==> config.mk <==
export PLATFORM = sky130hd
export DESIGN_NAME = host_rst_stretch
export DESIGN_NICKNAME = d
export VERILOG_FILES = /design/src/rtl/host_rst_stretch.sv
export SDC_FILE = /design/constraint.sdc
export NUM_CORES = 1
export LEC_CHECK = 0
export BUFFER_PORTS_ARGS = -buffer_cell sky130_fd_sc_hd__buf_2
export CORE_MARGIN = 10
export CORE_UTILIZATION = 45
export CTS_CLUSTER_SIZE = 16
export DETAILED_ROUTE_END_ITERATION = 12
export HOLD_SLACK_MARGIN = 0.15
export RECOVER_POWER = 50
export SETUP_SLACK_MARGIN = 0.1
export SYNTH_ARGS = -nofsm -noshare
export SYNTH_HDL_FRONTEND = slang
export SYNTH_SLANG_ARGS = --single-unit
export TNS_END_PERCENT = 50
==> constraint.sdc <==
create_clock -name clk -period 4.35 [get_ports clk]
set_input_delay 0.6525 -clock clk [delete_from_list [all_inputs] [get_ports clk]]
set_output_delay 0.6525 -clock clk [all_outputs]
set_load 0.01 [all_outputs]
==> src/rtl/host_rst_stretch.sv <==
module host_rst_stretch #(
  parameter int unsigned QUAL_CYC = 8,
  parameter int unsigned HOLD_CYC = 2000
) (
  input  logic clk,
  input  logic rst_n,
  input  logic host_rst_n,
  input  logic pwr_off,
  output logic loc_rst_n,
  output logic rst_o,
  output logic tmr_done
);

  localparam int unsigned MAXC = (QUAL_CYC > HOLD_CYC) ? QUAL_CYC : HOLD_CYC;
  localparam int CW = $clog2(MAXC + 1);
  localparam logic [CW-1:0] QLIM = CW'(QUAL_CYC - 1);
  localparam logic [CW-1:0] HLIM = CW'(HOLD_CYC);

  typedef enum logic [1:0] {ST_IDLE, ST_QUAL, ST_HOLD, ST_EXT} st_t;

  st_t           st;
  logic [2:0]    sh;
  logic [CW-1:0] cnt;
  logic          done_q;

  wire lo   = ~sh[1];
  wire fall = sh[2] & ~sh[1];
  wire act  = (st == ST_HOLD) || (st == ST_EXT);

  assign loc_rst_n = ~act;
  assign rst_o     = act;
  assign tmr_done  = done_q;

  always_ff @(posedge clk or negedge rst_n) begin
    if (!rst_n) begin
      st     <= ST_IDLE;
      sh     <= '0;
      cnt    <= '0;
      done_q <= 1'b0;
    end else begin
      sh <= {sh[1:0], host_rst_n};
      if (pwr_off) done_q <= 1'b0;
      case (st)
        ST_IDLE: if (fall) begin
          st  <= ST_QUAL;
          cnt <= CW'(1);
        end
        ST_QUAL: begin
          if (!lo) st <= ST_IDLE;
          else if (cnt >= QLIM) begin
            st     <= ST_HOLD;
            cnt    <= CW'(1);
            done_q <= 1'b0;
          end else cnt <= cnt + CW'(1);
        end
        ST_HOLD: begin
          if (cnt >= HLIM) begin
            if (lo) st <= ST_EXT;
            else begin
              st     <= ST_IDLE;
              done_q <= 1'b1;
            end
          end else cnt <= cnt + CW'(1);
        end
        ST_EXT: if (!lo) begin
          st     <= ST_IDLE;
          done_q <= 1'b1;
        end
        default: st <= ST_IDLE;
      endcase
    end
  end

  initial begin
    if (QUAL_CYC < 2) $error("QUAL_CYC must be at least 2");
    if (HOLD_CYC < 1) $error("HOLD_CYC must be at least 1");
  end

endmodule

==> results of run 1 <==
## per-stage QoR
stage	instance area (µm²)	utilization [%]	hold WS, ns	power [mW]	std cells
2_1_floorplan	1152	-	0.3312	0.4562	124
3_3_place_gp	1184	48.22	0.3423	0.5158	155
3_5_place_dp	1184	48.22	0.3380	0.5149	155
4_1_cts	1210	49.29	0.2684	0.6070	159
5_1_grt	1209	49.24	0.3908	0.6550	159
6_report	1209	49.24	0.3648	0.6083	159
## metal layers
metal,wire [µm],up-vias,global-route usage (%)
met5,0,-,0
met4,42,0,4.946
met3,116,5,2.232
met2,1138,32,14.97
met1,1207,452,13.26
li1,-,475,-
## area by class of cell
| cell class | instances | area share (%) |
|---|---|---|
| Multi-Input combinational cell | 83 | 50.93 |
| Tap cell | 30 | 3.106 |
| Sequential cell | 17 | 35.20 |
| Clock buffer | 4 | 2.174 |
| Inverter | 18 | 5.590 |
| Timing Repair Buffer | 7 | 3.002 |
## cells in the final DEF, fill, tap and decap left out, types with 2 or more instances in the layout
master	count
nand4_1	4
or3_1	3
nor4_1	2
and3_1	3
clkbuf_1	2
nor3_1	2
nand2_1	7
buf_2	5
dfrtp_1	17
o31ai_1	4
nand3_1	6
ha_1	7
clkbuf_4	3
a211oi_1	2
o21ai_0	4
a311oi_1	6
nor2_1	2
o22ai_1	6
or2_2	3
a22o_1	3
inv_1	18
## worst paths after layout
check | startpoint | cells after the start | endpoint
worst max-delay path | st[1] | 6 | cnt[3]
worst min-delay path | sh[0] | 0 | sh[1]
worst max register to register | st[1] | 6 | cnt[3]
worst min register to register | sh[0] | 0 | sh[1]
max in group asynchronous | rst_n | 1 | st[1]
min in group asynchronous | rst_n | 1 | cnt[9]
## power groups by stage
stage	clock network [mW]	registers [mW]	logic (mW)
finish	0.0875	0.203	0.318
global route	0.0974	0.206	0.352
CTS	0.0887	0.203	0.315
detailed placement	0	0.207	0.308
global placement	0	0.205	0.311
floorplan	0	0.200	0.256
## kinds of logic (layout without fill, tap and decap cells)
group	Yosys count	count (layout)
buf+inv	24	29
simple gates	40	40
fa+ha+maj	7	7
flops	17	17
compound gates	36	36
## cell usage after synthesis, drive strengths merged
cell	instances	area share (%)
inv	18	5.9
dfrtp	17	37
ha	7	7.6
nand2	7	2.3
a311oi	6	4.6
nand3	6	2.6
o22ai	6	3.3
buf	4	2.5
nand4	4	2.2
o21ai	4	1.7
o31ai	4	2.6
a22o	3	2.3
and3	3	1.6
or2	3	1.6
or3	3	1.6
or4	3	2.4
a211oi	2	1.3
nor2	2	0.65
nor3	2	0.87
nor4	2	1.1
a2111oi	1	0.76
a211o	1	0.87
a21bo	1	0.87
a21oi	1	0.43
a2bb2oi	1	0.76
a31oi	1	0.54
a32oi	1	0.76
and2	1	0.65
clkbuf	1	0.43
dlygate4sd3	1	0.87
nand2b	1	0.54
o21a	1	0.65
o22a	1	0.76
o2bb2ai	1	0.76
o41ai	1	2.4
or2b	1	0.76
or3b	1	0.76
or4b	1	0.87
## flip-flops by register name (all words and copies together) (netlist names)
| signal | count |
|---|---|
| cnt | 11 |
| st | 2 |
| sh | 3 |
| tmr_done | 1 |
==> impl_metrics.csv, run 1 <==
group,metric,value,unit
status,outcome,"completed",
synth,yosys.area_share.adder,7.600,%
placement,dp_slack,1.723,ns
job,maxCapViolations,0,
synth,synth_top_family_by_area,"compound AO/OA/AOI/OAI gates",
setup_path,worstSetupPathType,"flip-flop to flip-flop",
route,vias_per_cell,6.063,
clocking,cts_max_level,1,
cells_and_area,multi_input_area,615.6,µm²
setup_path,cp_slowest_stage_delay,0.61,ns
clocking,clkSlewWorstSetupHoldPaths,0.11,ns
route,drt_iter0_markers,84,
setup_path,start_kind,"flip-flop",
setup_path,crit_required,4.58,ns
cells_and_area,n_fill_cell,236,
global_routing,grt_pass1_vias,899,
synth,synth-seq-area-share,36.92,%
setup_path,crit_slowest_cell,"or4b_1",
global_routing,grt-ovfl-total,0,
synth,avgSynthCellArea,9.293,µm²
synth,synthSimpleGateAreaFrac,20.52,%
timing,finalSetupTns,0,ns
setup_path,crit_path_cell_trace,"inv_1 > ha_1 > or3b_2 > o41ai_4 > or4b_1 > o22ai_1",
route,postRouteAntennaNets,0,
synth,synth_compound_area_share,25.30,%
timing,min_period,2.643,ns
synth,synth_area,1152,µm²
clocking,cts-resized-gates,0,
cells_and_area,antennaDiodeCount,0,
synth,synth-seq-cells,17,
die,initial_core_util,46.94,%
power_and_ir_drop,cell_internal_pwr,341.9,µW
global_routing,grt_first_pass_wirelength,4264,µm
power_and_ir_drop,clkPwrFrac,14.4,%
synth,ys_types,42,
die,dieArea,4985,µm²
synth,synthMuxAreaShare,0,%
power_and_ir_drop,power.switching,266.4,µW
power_and_ir_drop,ir_drop,0.0003217,V
global_routing,grt_usage,10.04,%
power_and_ir_drop,seqPwrFrac,33.4,%
timing,slew_violations,0,
timing,rsz0062_at_grt,"no",
clocking,cts.path.max_buffers,2,
setup_path,cp_max_fo,10,
power_and_ir_drop,power_density,503.3,nW/µm²
route,wl_per_cell,15.75,µm
cells_and_area,area_delta_synth_final,4.886,%
power_and_ir_drop,switching_share,43.80,%
timing,finalSetupViolCount,0,
die,pin_count,7,
clocking,clock_latency,0.30,ns
route,first_pass_iters,4,
timing,slew_headroom,37.42,%
die,fp.dieH,70.61,µm
clocking,cts_sinks,17,
synth,syn-instance-count,124,
power_and_ir_drop,combPwrFrac,52.3,%
synth,syn_nets,135,
placement,io_buffers,6,
cells_and_area,drive_gt1_share,15.50,%
clocking,cts_buffers,3,
clocking,post_cts_buffers,0,
route,vias,964,
timing,setup_ws,1.707,ns
timing,post-route-period-util,60.75,%
cells_and_area,regArea,425.4,µm²
clocking,cts_tree,"yes",
setup_path,endpoint_kind,"flip-flop",
setup_path,crit_buf_inv,1,
clocking,hold_buffers,0,
cells_and_area,fin_nets,141,
die,fp.dieW,70.61,µm
route,drc,0,
setup_path,cpLargestDelayFamily,"simple AND/OR/NAND/NOR gates",
timing,hold_viol_final,0,
timing,worstMarginPinSlew,0.9387,ns
die,core_area,2455,µm²
worst_hold_path,hold_class,"flip-flop to flip-flop",
clocking,cts_root_buffer,"clkbuf_4",
synth,yosys_warnings,0,
timing,skew,0.01286,ns
timing,clock.fmax,378.4,MHz
global_routing,grt_max_degree,18,
placement,post-dp-hpwl,1823,µm
placement,place.gp.congestion,0.7971,
synth,synth_xor_area_share,0,%
global_routing,antenna_found_initial,0,
setup_path,crit_arrival,2.87,ns
power_and_ir_drop,static-leakage-power,0.5232,nW
setup_path,regToRegSetupSlack,1.71,ns
route,drt-total-wl,2505,µm
die,fp-row-count,18,
No activity file was read; power rests on OpenSTA's default activity.
==> run 2: changes to the inputs <==
- clock period: 4.35 -> 2.2 ns (I/O delays scaled with it)
==> impl_metrics.csv, run 2 (synthesized netlist as in run 1, its figures left out) <==
group,metric,value,unit
clocking,clkSlewWorstSetupHoldPaths,0.11,ns
global_routing,grt_pass1_vias,1106,
timing,clock.fmax,470.5,MHz
timing,finalSetupViolCount,0,
route,drc,0,
cells_and_area,antennaDiodeCount,0,
placement,io_buffers,6,
clocking,cts_max_level,1,
cells_and_area,largestRegisters,"cnt (11), sh (3), st (2)",
clocking,cts_tree,"yes",
timing,post-route-period-util,96.60,%
timing,min_period,2.125,ns
setup_path,worstSetupPathType,"flip-flop to flip-flop",
cells_and_area,area_delta_synth_final,27.04,%
global_routing,grt_max_degree,18,
placement,post-place-cells,174,
timing,slew_violations,0,
timing,slew_headroom,35.98,%
power_and_ir_drop,ir_drop,0.0007556,V
die,fp-row-count,18,
cells_and_area,fin_nets,164,
route,vias,1055,
die,dieArea,4985,µm²
setup_path,start_kind,"flip-flop",
placement,place.gp.congestion,0.8419,
die,fp.dieW,70.61,µm
die,core_area,2455,µm²
placement,post-dp-hpwl,2067,µm
worst_hold_path,hold_class,"flip-flop to flip-flop",
route,postRouteAntennaNets,0,
timing,worstMarginPinSlew,0.9602,ns
job,maxCapViolations,0,
route,drt_iter0_markers,77,
die,pin_count,7,
global_routing,antenna_found_initial,0,
cells_and_area,n_fill_cell,216,
setup_path,cp_slowest_stage_delay,0.58,ns
route,first_pass_iters,4,
cells_and_area,drive_gt1_share,34.21,%
power_and_ir_drop,static-leakage-power,0.6516,nW
timing,hold_viol_final,0,
clocking,clock_latency,0.29,ns
cells_and_area,fin_cells,182,
power_and_ir_drop,power_density,982.1,nW/µm²
setup_path,cp_max_fo,6,
clocking,cts_buffers,3,
cells_and_area,mostFrequentLayoutCells,"buf_4, inv_1, dfrtp_1, nand2_1",
die,fp.dieH,70.61,µm
clocking,cts.path.max_buffers,2,
timing,rsz0062_at_grt,"yes",
cells_and_area,final_core_util,59.63,%
clocking,cts_root_buffer,"clkbuf_4",
setup_path,crit_path_cell_trace,"ha_2 > a211o_4 > o41ai_4 > or4b_4 > o22ai_4",
global_routing,grt_usage,11.62,%
status,outcome,"completed",
global_routing,grt_first_pass_wirelength,4885,µm
cells_and_area,regMostFlops,"cnt",
global_routing,grt-ovfl-total,0,
die,initial_core_util,46.94,%
route,wl_per_cell,16.08,µm
route,drt-total-wl,2927,µm
setup_path,crit_arrival,2.34,ns
setup_path,crit_slowest_cell,"or4b_4",
cells_and_area,largest_reg_flops,11,
setup_path,crit_required,2.42,ns
route,vias_per_cell,5.797,
setup_path,endpoint_kind,"flip-flop",
clocking,cts_sinks,17,
cells_and_area,final_common_cell,"buf_4",
timing,skew,0.004588,ns
-- run 2: cell types whose count changed in the layout (fill, tap and decap cells not counted), sizes merged --
cell         change
buf             +21
clkbuf           -1
clkinv           +1
dlygate4sd3      +2
-- run 2: critical path, delay by kind of cell (launching register included) --
kind            cells  cell delay (ns)
compound gates      3             0.86
simple gates        1             0.58
fa+ha+maj           1             0.21
flops               1             0.40
-- run 2: metrics by stage --
stage / area [µm²] / hold WS [ns] / setup slack [ns] / setup TNS (ns) / power [mW]
5_1_grt: 1464 / 0.3888 / -0.003415 / -0.003415 / 1.548
6_report: 1464 / 0.3742 / 0.07476 / 0 / 1.438
2_1_floorplan: 1174 / 0.03441 / -0.08410 / -0.5057 / 0.9406
4_1_cts: 1434 / 0.3804 / 0.08497 / 0 / 1.410
3_3_place_gp: 1341 / 0.2755 / -0.03292 / -0.03292 / 1.167
3_5_place_dp: 1341 / 0.2840 / -0.05433 / -0.06526 / 1.182
-- run 2: final timing paths --
check	end	depth (start not counted)	slack (ns)	from
worst max-delay path	cnt[6]	5	0.07	cnt[0]
worst max register to register	cnt[6]	5	0.07	cnt[0]
worst min register to register	sh[1]	0	0.37	sh[0]
worst min-delay path	sh[1]	0	0.37	sh[0]
min in group asynchronous	cnt[5]	2	0.69	rst_n
max in group asynchronous	st[1]	2	0.93	rst_n
-- run 2: layout make-up --
type,instances,area [µm²],area share [%]
well taps,30,37.54,2.564
multi-input cells,83,691.9,47.27
inverters,18,67.56,4.615
clock inverters,1,5.005,0.3419
clock buffers,3,22.52,1.538
repair buffers,30,214.0,14.62
flip-flops and latches,17,425.4,29.06
-- run 2: per-layer routing --
layer,track usage (%),vias to the layer above,part of all wire (%)
met4,4.946,0,0.48
met2,19.36,37,49
met3,4.184,2,6.6
met1,13.08,496,44
met5,0,-,0
li1,-,520,-
-- run 2: what timing repair did --
| action | 4_1_cts | 5_1_grt |
|---|---|---|
| pin swaps | 0 | 5 |
| setup buffers | 1 | 1 |
| setup endpoints to repair | 8 | 8 |
| hold endpoints to repair | 18 | 0 |
| hold buffers | 2 | 0 |
| gates resized for setup | 8 | 4 |
-- run 2: power by group --
part / internal, mW / total [mW] / leakage (nW) / switching, mW
Sequential: 0.353 / 0.386 / 0.224 / 0.0325
Combinational: 0.399 / 0.881 / 0.410 / 0.482
Clock: 0.0676 / 0.171 / 0.0177 / 0.104
Total: 0.820 / 1.44 / 0.652 / 0.618
==> run 3: changes to the inputs <==
- CORE_UTILIZATION: 45 -> 40
==> impl_metrics.csv, run 3 (synthesized netlist as in run 1, its figures left out) <==
group,metric,value,unit
setup_path,start_kind,"flip-flop",
timing,post-route-period-util,96.92,%
power_and_ir_drop,static-leakage-power,0.6693,nW
placement,post-dp-hpwl,2038,µm
timing,slew_headroom,36.97,%
timing,hold_viol_final,0,
global_routing,grt_pass1_vias,1073,
setup_path,cpLargestDelayFamily,"compound AO/OA/AOI/OAI gates",
job,maxCapViolations,0,
setup_path,endpoint_kind,"flip-flop",
clocking,cts_sinks,17,
cells_and_area,final_core_util,55.13,%
timing,finalSetupTns,0,ns
global_routing,grt_first_pass_wirelength,4899,µm
setup_path,crit_required,2.43,ns
die,fp-row-count,19,
die,core_area,2758,µm²
cells_and_area,regMostFlops,"cnt",
clocking,cts_tree,"yes",
die,fp.dieH,73.68,µm
route,vias_per_cell,5.876,
clocking,clkSlewWorstSetupHoldPaths,0.12,ns
cells_and_area,final_common_cell,"buf_4",
setup_path,crit_buf_inv,0,
timing,finalSetupViolCount,0,
setup_path,cp_slowest_stage_delay,0.58,ns
timing,rsz0062_at_grt,"yes",
cells_and_area,largestRegisters,"cnt (11), sh (3), st (2)",
power_and_ir_drop,ir_drop,0.0009100,V
cells_and_area,area_delta_synth_final,31.92,%
die,pin_count,7,
clocking,clock_latency,0.30,ns
route,drt_iter0_markers,45,
clocking,cts.path.max_buffers,2,
cells_and_area,drive_gt1_share,37.66,%
power_and_ir_drop,power_density,1007,nW/µm²
timing,min_period,2.132,ns
cells_and_area,antennaDiodeCount,0,
global_routing,grt_max_degree,18,
clocking,cts_max_level,1,
route,first_pass_iters,4,
setup_path,worstSetupPathType,"flip-flop to flip-flop",
setup_path,regToRegSetupSlack,0.07,ns
cells_and_area,mostFrequentLayoutCells,"buf_4, dfrtp_1, inv_1, nand2_1",
placement,place.gp.congestion,0.7969,
cells_and_area,largest_reg_flops,11,
setup_path,crit_arrival,2.36,ns
setup_path,crit_path_cell_trace,"ha_2 > a211o_4 > o41ai_4 > or4b_4 > o22ai_2",
route,drc,0,
route,vias,1087,
route,postRouteAntennaNets,0,
cells_and_area,fin_nets,166,
status,outcome,"completed",
clocking,cts_buffers,3,
setup_path,cp_max_fo,6,
route,wl_per_cell,15.78,µm
clocking,cts_root_buffer,"clkbuf_4",
die,fp.dieW,73.68,µm
timing,clock.fmax,469.0,MHz
timing,slew_violations,0,
global_routing,grt-ovfl-total,0,
worst_hold_path,hold_class,"flip-flop to flip-flop",
die,initial_core_util,41.79,%
global_routing,grt_usage,11.27,%
setup_path,crit_slowest_cell,"or4b_4",
placement,io_buffers,6,
timing,worstMarginPinSlew,0.9455,ns
global_routing,antenna_found_initial,0,
route,drt-total-wl,2919,µm
timing,skew,0.01154,ns
die,dieArea,5428,µm²
-- run 3: routing by layer --
| metal | vias to the layer above | track usage [%] | share of wire (%) |
|---|---|---|---|
| met5 | - | 0 | 0 |
| met4 | 0 | 3.520 | 1.0 |
| met3 | 4 | 2.288 | 3.6 |
| met2 | 22 | 18.66 | 50 |
| met1 | 537 | 14.20 | 45 |
| li1 | 524 | - | - |
-- run 3: worst paths after layout --
path / start / end / cells after the start
max: cnt[1] / cnt[4] / 5
min: sh[0] / sh[1] / 0
max reg2reg: cnt[1] / cnt[4] / 5
min reg2reg: sh[0] / sh[1] / 0
max in group asynchronous: rst_n / sh[0] / 2
min in group asynchronous: rst_n / cnt[7] / 2
-- run 3: report_power, final --
| group | switching (mW) | internal [mW] |
|---|---|---|
| registers | 0.0374 | 0.353 |
| logic | 0.505 | 0.455 |
| clock network | 0.113 | 0.0677 |
| total | 0.655 | 0.876 |
-- run 3: repair_timing --
item                                    4_1_cts  5_1_grt
setup buffers                                 3        2
endpoints found under the setup margin        8       11
hold buffers                                  2        0
hold endpoints to repair                     18        0
pin swaps                                     4        6
gates resized for setup                       7       13
-- run 3: area by class of cell --
class                           instances  area, µm²
Clock buffer                            3      22.52
Clock inverter                          1      5.005
Fill cell                             248       1237
Inverter                               18      67.56
Multi-Input combinational cell         83      728.2
Sequential cell                        17      425.4
Tap cell                               31      38.79
Timing Repair Buffer                   32      232.7
-- run 3: through the flow --
step	instance area, µm²	hold WS (ns)	cells	setup WS, ns	power [mW]
after floorplan	1174	0.03441	124	-0.08410	0.9406
after global placement	1335	0.2753	174	-0.06719	1.159
after detailed placement	1335	0.2883	174	-0.07693	1.173
after CTS	1436	0.3636	183	0.08079	1.422
after global routing	1520	0.3819	185	-0.01447	1.645
final	1520	0.3761	185	0.06781	1.531
